`config.mk`:
```
export PLATFORM = sky130hd
export DESIGN_NAME = cm_offset_inject
export DESIGN_NICKNAME = d
export VERILOG_FILES = /design/src/rtl/cmoi_pkg.sv /design/src/rtl/cmoi_extremes.sv /design/src/rtl/cmoi_offset.sv /design/src/rtl/cmoi_sat_add.sv /design/src/rtl/cm_offset_inject.sv
export SDC_FILE = /design/constraint.sdc
export NUM_CORES = 1
export LEC_CHECK = 0
export BUFFER_PORTS_ARGS = -buffer_cell sky130_fd_sc_hd__buf_4
export CORE_ASPECT_RATIO = 1.2
export CORE_MARGIN = 10
export CORE_UTILIZATION = 54
export CTS_BUF_LIST = sky130_fd_sc_hd__clkbuf_4
export CTS_CLUSTER_SIZE = 16
export DETAILED_ROUTE_END_ITERATION = 12
export PLACE_DENSITY = 0.74
export SLEW_MARGIN = 5
export SYNTH_ARGS = -nofsm -noshare
export SYNTH_HDL_FRONTEND = slang
export SYNTH_HIERARCHICAL = 1
export SYNTH_SLANG_ARGS = --single-unit
export TNS_END_PERCENT = 5
```
`constraint.sdc`:
```
create_clock -name clk -period 19 [get_ports clk]
set_input_delay 5.7 -clock clk [delete_from_list [all_inputs] [get_ports clk]]
set_output_delay 5.7 -clock clk [all_outputs]
set_load 0.05 [all_outputs]
```
`src/rtl/cmoi_pkg.sv`:
```
package cmoi_pkg;
  parameter int SAMPLE_W_DEF = 16;
  parameter int PHASES_DEF   = 3;
endpackage

```
`src/rtl/cmoi_extremes.sv`:
```
module cmoi_extremes #(
  parameter int W = 16,
  parameter int N = 3
) (
  input  logic [N*W-1:0]      smp_flat,
  output logic signed [W-1:0] hi,
  output logic signed [W-1:0] lo
);
  logic signed [W-1:0] run_hi [N];
  logic signed [W-1:0] run_lo [N];

  assign run_hi[0] = smp_flat[W-1:0];
  assign run_lo[0] = smp_flat[W-1:0];

  // running comparison chain across the phases
  for (genvar g = 1; g < N; g++) begin : g_cmp
    logic signed [W-1:0] cur;
    assign cur       = smp_flat[g*W +: W];
    assign run_hi[g] = (cur > run_hi[g-1]) ? cur : run_hi[g-1];
    assign run_lo[g] = (cur < run_lo[g-1]) ? cur : run_lo[g-1];
  end

  assign hi = run_hi[N-1];
  assign lo = run_lo[N-1];
endmodule

```
`src/rtl/cmoi_offset.sv`:
```
module cmoi_offset #(
  parameter int W = 16
) (
  input  logic signed [W-1:0] hi,
  input  logic signed [W-1:0] lo,
  output logic signed [W:0]   ofs
);
  logic signed [W:0] sum_w;
  logic signed [W:0] half_w;

  // one extra bit so the sum of the extremes cannot overflow
  assign sum_w  = {hi[W-1], hi} + {lo[W-1], lo};
  // arithmetic shift floors toward negative infinity
  assign half_w = sum_w >>> 1;
  // -half spans [-(2^(W-1)-1), 2^(W-1)], which fits in W+1 bits
  assign ofs    = -half_w;
endmodule

```
`src/rtl/cmoi_sat_add.sv`:
```
module cmoi_sat_add #(
  parameter int W = 16
) (
  input  logic signed [W-1:0] smp,
  input  logic signed [W:0]   ofs,
  output logic [W-1:0]        res
);
  localparam logic signed [W+1:0] MAXV = {3'b000, {(W-1){1'b1}}};
  localparam logic signed [W+1:0] MINV = {3'b111, {(W-1){1'b0}}};

  logic signed [W+1:0] wide;

  assign wide = {{2{smp[W-1]}}, smp} + {ofs[W], ofs};

  always_comb begin
    if (wide > MAXV)      res = MAXV[W-1:0];
    else if (wide < MINV) res = MINV[W-1:0];
    else                  res = wide[W-1:0];
  end
endmodule

```
`src/rtl/cm_offset_inject.sv`:
```
module cm_offset_inject #(
  parameter int W = cmoi_pkg::SAMPLE_W_DEF,
  parameter int N = cmoi_pkg::PHASES_DEF
) (
  input  logic           clk,
  input  logic           rst,
  input  logic           in_valid,
  input  logic [N*W-1:0] in_ref,
  output logic           out_valid,
  output logic [N*W-1:0] out_ref
);
  localparam int OW = W + 1;

  logic signed [W-1:0]  ext_hi;
  logic signed [W-1:0]  ext_lo;
  logic signed [OW-1:0] ofs_c;

  logic                 s1_valid;
  logic [N*W-1:0]       s1_ref;
  logic signed [OW-1:0] s1_ofs;
  logic [N*W-1:0]       sum_c;

  cmoi_extremes #(.W(W), .N(N)) u_ext (
    .smp_flat (in_ref),
    .hi       (ext_hi),
    .lo       (ext_lo)
  );

  cmoi_offset #(.W(W)) u_ofs (
    .hi  (ext_hi),
    .lo  (ext_lo),
    .ofs (ofs_c)
  );

  // stage 1: capture samples with their shared offset
  always_ff @(posedge clk) begin
    if (rst) begin
      s1_valid <= 1'b0;
      s1_ref   <= '0;
      s1_ofs   <= '0;
    end else begin
      s1_valid <= in_valid;
      if (in_valid) begin
        s1_ref <= in_ref;
        s1_ofs <= ofs_c;
      end
    end
  end

  for (genvar g = 0; g < N; g++) begin : g_phase
    cmoi_sat_add #(.W(W)) u_add (
      .smp (s1_ref[g*W +: W]),
      .ofs (s1_ofs),
      .res (sum_c[g*W +: W])
    );
  end

  // stage 2: registered, clamped outputs
  always_ff @(posedge clk) begin
    if (rst) begin
      out_valid <= 1'b0;
      out_ref   <= '0;
    end else begin
      out_valid <= s1_valid;
      if (s1_valid) out_ref <= sum_c;
    end
  end
endmodule

```
After elaboration in Yosys (flattened, before gate mapping):

Cells that the tools add are included.

* register bits after elaboration: 115
* bits in latches: 0
* memory bits (writable): 0
* bits in read-only memories: 0
* input port bits: 51
* output and inout bits: 49
* memories: 0

* add/subtract/negate cells: 5
* multipliers: 0
* divide/modulo/power cells: 0
* magnitude comparators: 10
* equal/unequal tests: 0
* shift-type cells: 0
* muxes and demuxes: 10
* bitwise logic cells: 0
* reductions and logical operators: 0

Operator list (number)
* 16-bit 2-to-1 mux: 10
* 16-bit by 17-bit adder with 18-bit output: 3
* 18-bit by 16-bit greater-than comparator with 1-bit output (second input constant): 3
* 18-bit by 16-bit less-than comparator with 1-bit output (second input constant): 3
* 16-bit greater-than comparator: 2
* 16-bit less-than comparator: 2
* 16-bit by 16-bit adder with 17-bit output: 1
* 16-bit negation with 17-bit output: 1

Depth between registers and ports, before layout:

Gate-level depths: netlist of the first run.

* depth after elaboration: 6
* gate-level depth with buffers: 31

Modules after synthesis:

The synthesis of the first run kept the hierarchy.

Modules (own cells, without submodules)
* cm_offset_inject: instances 1, cells an instance 370, area an instance 4122.7 sq um, seq. area each 2302.2 sq um
* cmoi_sat_add: instances 3, cells an instance 142, area an instance 1037.2 sq um, seq. area each 0.0 sq um
* cmoi_extremes: instances 1, cells an instance 258, area an instance 2010.7 sq um, seq. area each 0.0 sq um
* cmoi_offset: instances 1, cells an instance 157, area an instance 1270.0 sq um, seq. area each 0.0 sq um

Worst setup path before layout of the first run:

OpenSTA, ideal clock, no wires.

* path type: input to register
* start: in in_ref[15]
* end: reg s1_ofs[14]
* setup time: 117 ps
* data arrival time: 11626 ps
* required time: 18883 ps
* slack: 7257 ps
* stages on the path: 30
* cell sequence: inv_1 ha_1 nand4_2 nor2_1 a221o_1 o21ai_2 and2_1 clkbuf_1 buf_2 a21oi_1 ha_1 a21o_1 a21o_1 a211o_1 a21oi_1 o211ai_1 o221ai_4 mux2i_1 inv_1 fa_1 and2b_1 o2111ai_2 a211oi_2 o31a_4 xnor2_4 nand4b_4 nor4b_4 xor2_1 mux2i_1 nor2_1

* word-level cells in the longest chain between the ends: 6

RTL lines
* from (decl): RTL line cm_offset_inject.sv:8 `input logic [N*W-1:0] in_ref,`
* 16-bit less-than comparator: RTL line cmoi_extremes.sv:20 `assign run_lo[g] = (cur < run_lo[g-1]) ? cur : run_lo[g-1];`
* 16-bit 2-to-1 mux *: RTL line cmoi_extremes.sv:20
* 16-bit less-than comparator: RTL line cmoi_extremes.sv:20
* 16-bit 2-to-1 mux *: RTL line cmoi_extremes.sv:20
* net ext_lo[1]: RTL line cm_offset_inject.sv:15 `logic signed [W-1:0] ext_lo;`
* 16-bit by 16-bit adder with 17-bit output *: RTL line cmoi_offset.sv:12 `assign sum_w = {hi[W-1], hi} + {lo[W-1], lo};`
* 16-bit negation with 17-bit output *: RTL line cmoi_offset.sv:16 `assign ofs = -half_w;`
* net ofs_c[14]: RTL line cm_offset_inject.sv:16 `logic signed [OW-1:0] ofs_c;`
* to (signal assigned): RTL line cm_offset_inject.sv:45 `s1_ofs <= ofs_c;`
* to (decl): RTL line cm_offset_inject.sv:20 `logic signed [OW-1:0] s1_ofs;`

The timed path passes the listed nets; every way through them passes the cells marked *.
A chain may end at the register's enable or synchronous reset.

Worst setup path in the final report of the first run:

* start: in in_ref[5]
* end: reg s1_ofs[14]

* word-level cells in the longest chain between the ends: 6

RTL lines
* 16-bit greater-than comparator: RTL line cmoi_extremes.sv:19 `assign run_hi[g] = (cur > run_hi[g-1]) ? cur : run_hi[g-1];`
* 16-bit 2-to-1 mux *: RTL line cmoi_extremes.sv:19
* 16-bit greater-than comparator: RTL line cmoi_extremes.sv:19
* 16-bit 2-to-1 mux *: RTL line cmoi_extremes.sv:19
* net ext_hi[1]: RTL line cm_offset_inject.sv:14 `logic signed [W-1:0] ext_hi;`
* 16-bit by 16-bit adder with 17-bit output *: RTL line cmoi_offset.sv:12
* 16-bit negation with 17-bit output *: RTL line cmoi_offset.sv:16
* net ofs_c[14]: RTL line cm_offset_inject.sv:16

Marked as above.

==> results.toml, run 1 <==
[outcome]
status = "finished, final reports clean"

[logic_synthesis]
synth_area_sq_um = 10500
synth_edf_count = 0
seq_area_frac_synth = 0.219
ys_warn_count = 6
ys_dominant_reg_cell = "dfxtp_1"
ys_seq_elements = 115
synth_nets = 1380
syn_inst = 1211
ys_types = 85
yosys.area.top_type_share = 0.219
synth_area_leaders = "dfxtp_1 22%, mux2i_1 15%, ha_1 14%, a21oi_1 5.9%, nor2_1 5.4%"
syn_avg_cell_area_sq_um = 8.68
ys_async_sr_fraction = 0
yosysTopAreaCell = "dfxtp_1"

[sta]
drv_slew = 0
period_needed_ns = 12.63
setup_tns_ns = 0
clock_skew_ns = 0.0262
rsz0062_at_grt = "no"
fmax_ghz = 0.0792
maxSlewHeadroom = 0.321
period_share = 0.664
max_slew.worst_pin.slew_ns = 1.02
hold_ws_ns = 0.505
hold_violations = 0
finalSetupViolCount = 0

[finish]
final_layout_size_suffix_gt1_frac = 0.150
final_cell_mix = "162 x mux2i_1, 152 x nor2_1, 123 x a21oi_1"
fill_cells = 1748
fin_cells = 1554
postLayoutCellArea_sq_um = 11500
nets = 1454
areaGrowthSynthToFinish_pct = 9.55
layout_commonest_cell = "mux2i_1"

[pwr]
power_density_nw_per_um2 = 117
power.switching_uw = 641
p_total_mw = 1.34
power.static_leakage_nw = 5.42
p_int_uw = 703
swShare = 0.477
clockPowerShare = 0.151
ir_worst_vdd_uv = 52.1
pwr-share-seq = 0.244
power_frac_comb = 0.605

[place]
hpwlAfterDp_mm = 24.8
io_buffers = 99
placed_cell_area_sq_um = 11200
place_congestion = 0.999
dp.cells = 1522

[detailed_routing]
drcViolationCount = 0
drt-pass1-iter-count = 5
vias = 9208
finalWirelength_mm = 30.3
antenna_left = 0
drt_iter0_drc = 651
viasPerCell = 5.93
wire_per_inst_um = 19.5

[clock_network]
clk_pin_slew_worst_paths_ns = 0.10
cts_tree = "built"
cts_buffer_depth = 2
cts.sinks = 115
cts_resized = 0
post_cts_buffers = 0
postCtsHoldBufs = 0
insertion_delay_ns = 0.55
cts_buffers = 17
cts-root-buf = "clkbuf_4"
htree_levels = 4

[floorplanning]
num_rows = 55
core_sq_um = 19000
start_util = 0.554
io_pins = 100
die_w_um = 147
die_h_um = 173
dieArea_sq_um = 25500

[worst_setup_path]
crit_arrival_ns = 13.10
critPathLaunchType = "input pin"
cp_max_fo = 17
worstSetupEndpointType = "flip-flop"
crit_top_cell = "a21o_1"
slowest_stage = "a21oi_4"
max_stage_delay_ns = 0.70
critPathKind = "in -> reg"
cp.required_ns = 19.47

[grt]
grt_pass1_wl_mm = 47.1
antenna_found_initial = 1
first_global_vias = 8527
grt_usage = 0.228
grt_overflow_total = 0
grt_max_degree = 100

[min_path]
hold_path_class = "reg -> reg"

[run]
cap_violations = 0
-- cell usage after synthesis (10+ instances only) --
library cell / count
a211oi_1: 12
a21o_1: 26
a21oi_1: 123
buf_2: 11
clkbuf_1: 10
dfxtp_1: 115
ha_1: 114
inv_1: 72
mux2i_1: 162
nand2_1: 48
nand3_1: 21
nand4_1: 11
nor2_1: 152
o211ai_1: 17
o21a_1: 16
o21ai_0: 37
o21ai_1: 19
xnor2_1: 29
xor2_1: 23
-- critical path, delay by kind of cell --
family / cells / cell delay, ns
fa+ha+maj: 3 / 1.06
compound gates: 13 / 3.60
mux: 3 / 0.66
simple gates: 5 / 1.23
xor+xnor: 2 / 0.32
buf+inv: 4 / 0.49
-- layout make-up --
type                            instances  area, sq um  share of cell area
Antenna cell                            1         2.50            0.000217
Clock buffer                           17          128              0.0111
Clock inverter                         14          189              0.0164
Inverter                               72          270              0.0235
Multi-Input combinational cell        976         7530               0.654
Sequential cell                       115         2300               0.200
Tap cell                              256          320              0.0278
Timing Repair Buffer                  103          773              0.0671
-- path summary, 6_finish.rpt --
path                                              start                       to  slack [ns]  depth (start not counted)
worst max-delay path                          in_ref[5]  s1_ofs[14]$_SDFFE_PP0P_        6.37                         30
worst max register to register   s1_ofs[0]$_SDFFE_PP0P_  out_ref[0]$_SDFFE_PP0P_       15.55                         12
worst min register to register  out_ref[1]$_SDFFE_PP0P_  out_ref[1]$_SDFFE_PP0P_        0.50                          2
worst min-delay path            out_ref[1]$_SDFFE_PP0P_  out_ref[1]$_SDFFE_PP0P_        0.50                          2
-- logic make-up after synthesis --
logic type,count (synthesis),synth area share
buffers and inverters,120,0.0646
AND/OR/NAND/NOR,292,0.132
adder cells (fa/ha/maj),118,0.143
flip-flops,115,0.219
XOR/XNOR,57,0.0521
multiplexers,164,0.156
AO/OA/AOI/OAI,345,0.233
-- sequential cells by signal, indices dropped and copies added (netlist names) --
| signal | flops |
|---|---|
| out_ref | 48 |
| s1_ref | 48 |
| out_valid | 1 |
| s1_ofs | 17 |
| s1_valid | 1 |
-- through the flow --
step,utilization,setup slack [ns]
after global placement,0.590,6.12
final,0.607,6.37
after detailed placement,0.590,5.88
after floorplan,-,7.26
after CTS,0.606,6.50
after global routing,0.607,5.95
-- power by group through the flow --
| stage | Combinational, mW | Clock [mW] | Sequential, mW |
|---|---|---|---|
| after global routing | 0.890 | 0.217 | 0.331 |
| after detailed placement | 0.802 | 0 | 0.333 |
| after CTS | 0.806 | 0.208 | 0.328 |
| after floorplan | 0.600 | 0 | 0.365 |
| final | 0.813 | 0.202 | 0.329 |
| after global placement | 0.792 | 0 | 0.333 |
-- metal layers --
layer	vias up	global-route usage	wire length [um]
met5	-	0	0
met4	0	0.0955	1050
met3	55	0.0420	1540
met2	279	0.374	14100
met1	4299	0.287	13600
li1	4575	-	-
Power figures use the tool's default switching activity.
==> inputs of run 2 (changes only) <==
--- a/config.mk
+++ b/config.mk
@@ -5,6 +5,7 @@
 export SDC_FILE = /design/constraint.sdc
 export NUM_CORES = 1
 export LEC_CHECK = 0
+export ABC_AREA = 1
 export BUFFER_PORTS_ARGS = -buffer_cell sky130_fd_sc_hd__buf_4
 export CORE_ASPECT_RATIO = 1.2
 export CORE_MARGIN = 10
@@ -12,7 +13,7 @@
 export CTS_BUF_LIST = sky130_fd_sc_hd__clkbuf_4
 export CTS_CLUSTER_SIZE = 16
 export DETAILED_ROUTE_END_ITERATION = 12
-export PLACE_DENSITY = 0.74
+export PLACE_DENSITY = 0.76
 export SLEW_MARGIN = 5
 export SYNTH_ARGS = -nofsm -noshare
 export SYNTH_HDL_FRONTEND = slang
==> constraint.sdc (replaced) <==
create_clock -name clk -period 10.6 [get_ports clk]
set_input_delay 3.18 -clock clk [delete_from_list [all_inputs] [get_ports clk]]
set_output_delay 3.18 -clock clk [all_outputs]
set_load 0.05 [all_outputs]
==> run 2 against run 1 <==
Synthesized cell count up 68%. Die area up 14%. Sequential share of layout area down 2.5 points. Critical path type unchanged. Critical endpoint is now s1_ofs[11]$_SDFFE_PP0P_. Largest power group unchanged.
==> results.toml, run 2 <==
[finish]
layout_commonest_cell = "nand2_1"
areaGrowthSynthToFinish_pct = 7.71
top_regs = "out_ref: 48 flops, s1_ref: 48 flops, s1_ofs: 17 flops"
final_cell_mix = "641 x nand2_1, 315 x inv_1, 298 x nor2_1"
nets = 2274
final_layout_size_suffix_gt1_frac = 0.155

[pwr]
ir_worst_vdd_uv = 96.4
power.static_leakage_nw = 7.68
power_density_nw_per_um2 = 216
p_total_mw = 2.85

[run]
cap_violations = 0

[sta]
period_share = 0.842
hold_ws_ns = 0.476
finalSetupViolCount = 0
period_needed_ns = 8.92
max_slew.worst_pin.slew_ns = 1.01
fmax_ghz = 0.112
clock_skew_ns = 0.0343
setup_tns_ns = 0
rsz0062_at_grt = "no"
hold_violations = 0
drv_slew = 0
maxSlewHeadroom = 0.325

[logic_synthesis]
syn_inst = 2039
ys_warn_count = 6
ys_async_sr_fraction = 0
yosysTopAreaCell = "nand2_1"
synth_edf_count = 0
yosys.area.top_type_share = 0.197
synth_area_sq_um = 12200
syn_avg_cell_area_sq_um = 6.00
ys_seq_elements = 115
synth_common_cells = "641 x nand2_1, 315 x inv_1, 298 x nor2_1"
synth_nets = 2208
ys_dominant_reg_cell = "dfxtp_1"
ys_types = 43
seq_area_frac_synth = 0.188
synth.most_common_cell = "nand2_1"
synth_area_leaders = "nand2_1 20%, dfxtp_1 19%, ha_1 12%, inv_1 9.7%, nor2_1 9.1%"

[clock_network]
cts-root-buf = "clkbuf_4"
clk_pin_slew_worst_paths_ns = 0.11
cts_buffers = 17
cts_resized = 0
cts_tree = "built"
cts.sinks = 115
cts_buffer_depth = 2
postCtsHoldBufs = 0
insertion_delay_ns = 0.53
post_cts_buffers = 0
htree_levels = 4

[outcome]
status = "finished, final reports clean"

[worst_setup_path]
max_stage_delay_ns = 0.49
worstSetupEndpointType = "flip-flop"
critPathKind = "in -> reg"
crit_top_cell = "nand2_1"
critPathLaunchType = "input pin"
cp.required_ns = 11.01
crit_buf_inv = 8
slowest_stage = "fa_1"
cp_max_fo = 32
crit_arrival_ns = 9.33
critPathTopFamily = "simple AND/OR/NAND/NOR gates"

[place]
io_buffers = 99
place_congestion = 0.975
hpwlAfterDp_mm = 28.6

[min_path]
hold_path_class = "reg -> reg"

[detailed_routing]
drt_iter0_drc = 765
viasPerCell = 5.07
drcViolationCount = 0
drt-pass1-iter-count = 6
finalWirelength_mm = 34.8
antenna_left = 0
wire_per_inst_um = 14.5
vias = 12200

[floorplanning]
die_h_um = 185
core_sq_um = 22400
dieArea_sq_um = 29100
num_rows = 60
die_w_um = 157
io_pins = 100
start_util = 0.547

[grt]
grt_overflow_total = 0
grt_usage = 0.242
grt_max_degree = 107
antenna_found_initial = 1
first_global_vias = 11600
grt_pass1_wl_mm = 57.0
==> run 2: area by class of cell <==
class / instances / area [sq um]
diodes: 1 / 2.50
clock buffers: 18 / 135
clock inverters: 14 / 140
fillers: 2340 / 9190
inverters: 324 / 1220
multi-input cells: 1544 / 8260
flip-flops and latches: 115 / 2300
well taps: 279 / 349
repair buffers: 103 / 773
==> run 2: worst min-delay path: stages (launching register included) <==
cell,delay (ns)
dfxtp_1,0.32
nor2_1,0.08
nor2_1,0.05
==> run 2: power breakdown <==
part	total, mW	switching, mW	leakage (nW)	internal [mW]
clock network	0.322	0.182	0.131	0.140
registers	0.567	0.0788	0.954	0.488
logic	1.96	1.29	6.59	0.670
total	2.85	1.55	7.68	1.30
==> run 2: cells by family (layout without fill, tap and decap cells) <==
| logic type | Yosys count | after routing | share of synthesized area |
|---|---|---|---|
| compound gates | 160 | 160 | 0.0735 |
| xor+xnor | 46 | 46 | 0.0366 |
| simple gates | 1220 | 1220 | 0.441 |
| flops | 115 | 115 | 0.188 |
| buf+inv | 380 | 459 | 0.137 |
| fa+ha+maj | 118 | 118 | 0.123 |
| other cells | 0 | 1 | 0 |
==> run 2: worst paths after layout <==
path | startpoint | end | slack, ns | depth (start not counted)
max | in_ref[11] | s1_ofs[11]$_SDFFE_PP0P_ | 1.68 | 41
min | out_ref[12]$_SDFFE_PP0P_ | out_ref[12]$_SDFFE_PP0P_ | 0.48 | 2
max reg2reg | s1_ofs[0]$_SDFFE_PP0P_ | out_ref[16]$_SDFFE_PP0P_ | 7.99 | 18
min reg2reg | out_ref[12]$_SDFFE_PP0P_ | out_ref[12]$_SDFFE_PP0P_ | 0.48 | 2
==> run 2: routing by layer <==
metal,global-route usage,vias up,part of all wire
li1,-,6360,-
met1,0.283,5371,0.43
met2,0.418,352,0.47
met3,0.0343,82,0.052
met4,0.128,0,0.047
met5,0,-,0
==> run 2: per-stage QoR <==
stage | cells | area [sq um] | util | setup WS [ns]
after floorplan | 2039 | 12200 | - | 2.51
after global placement | 2365 | 12900 | 0.577 | 1.43
after detailed placement | 2365 | 12900 | 0.577 | 1.27
after CTS | 2397 | 13200 | 0.589 | 1.81
after global routing | 2398 | 13200 | 0.589 | 0.966
final | 2398 | 13200 | 0.589 | 1.68
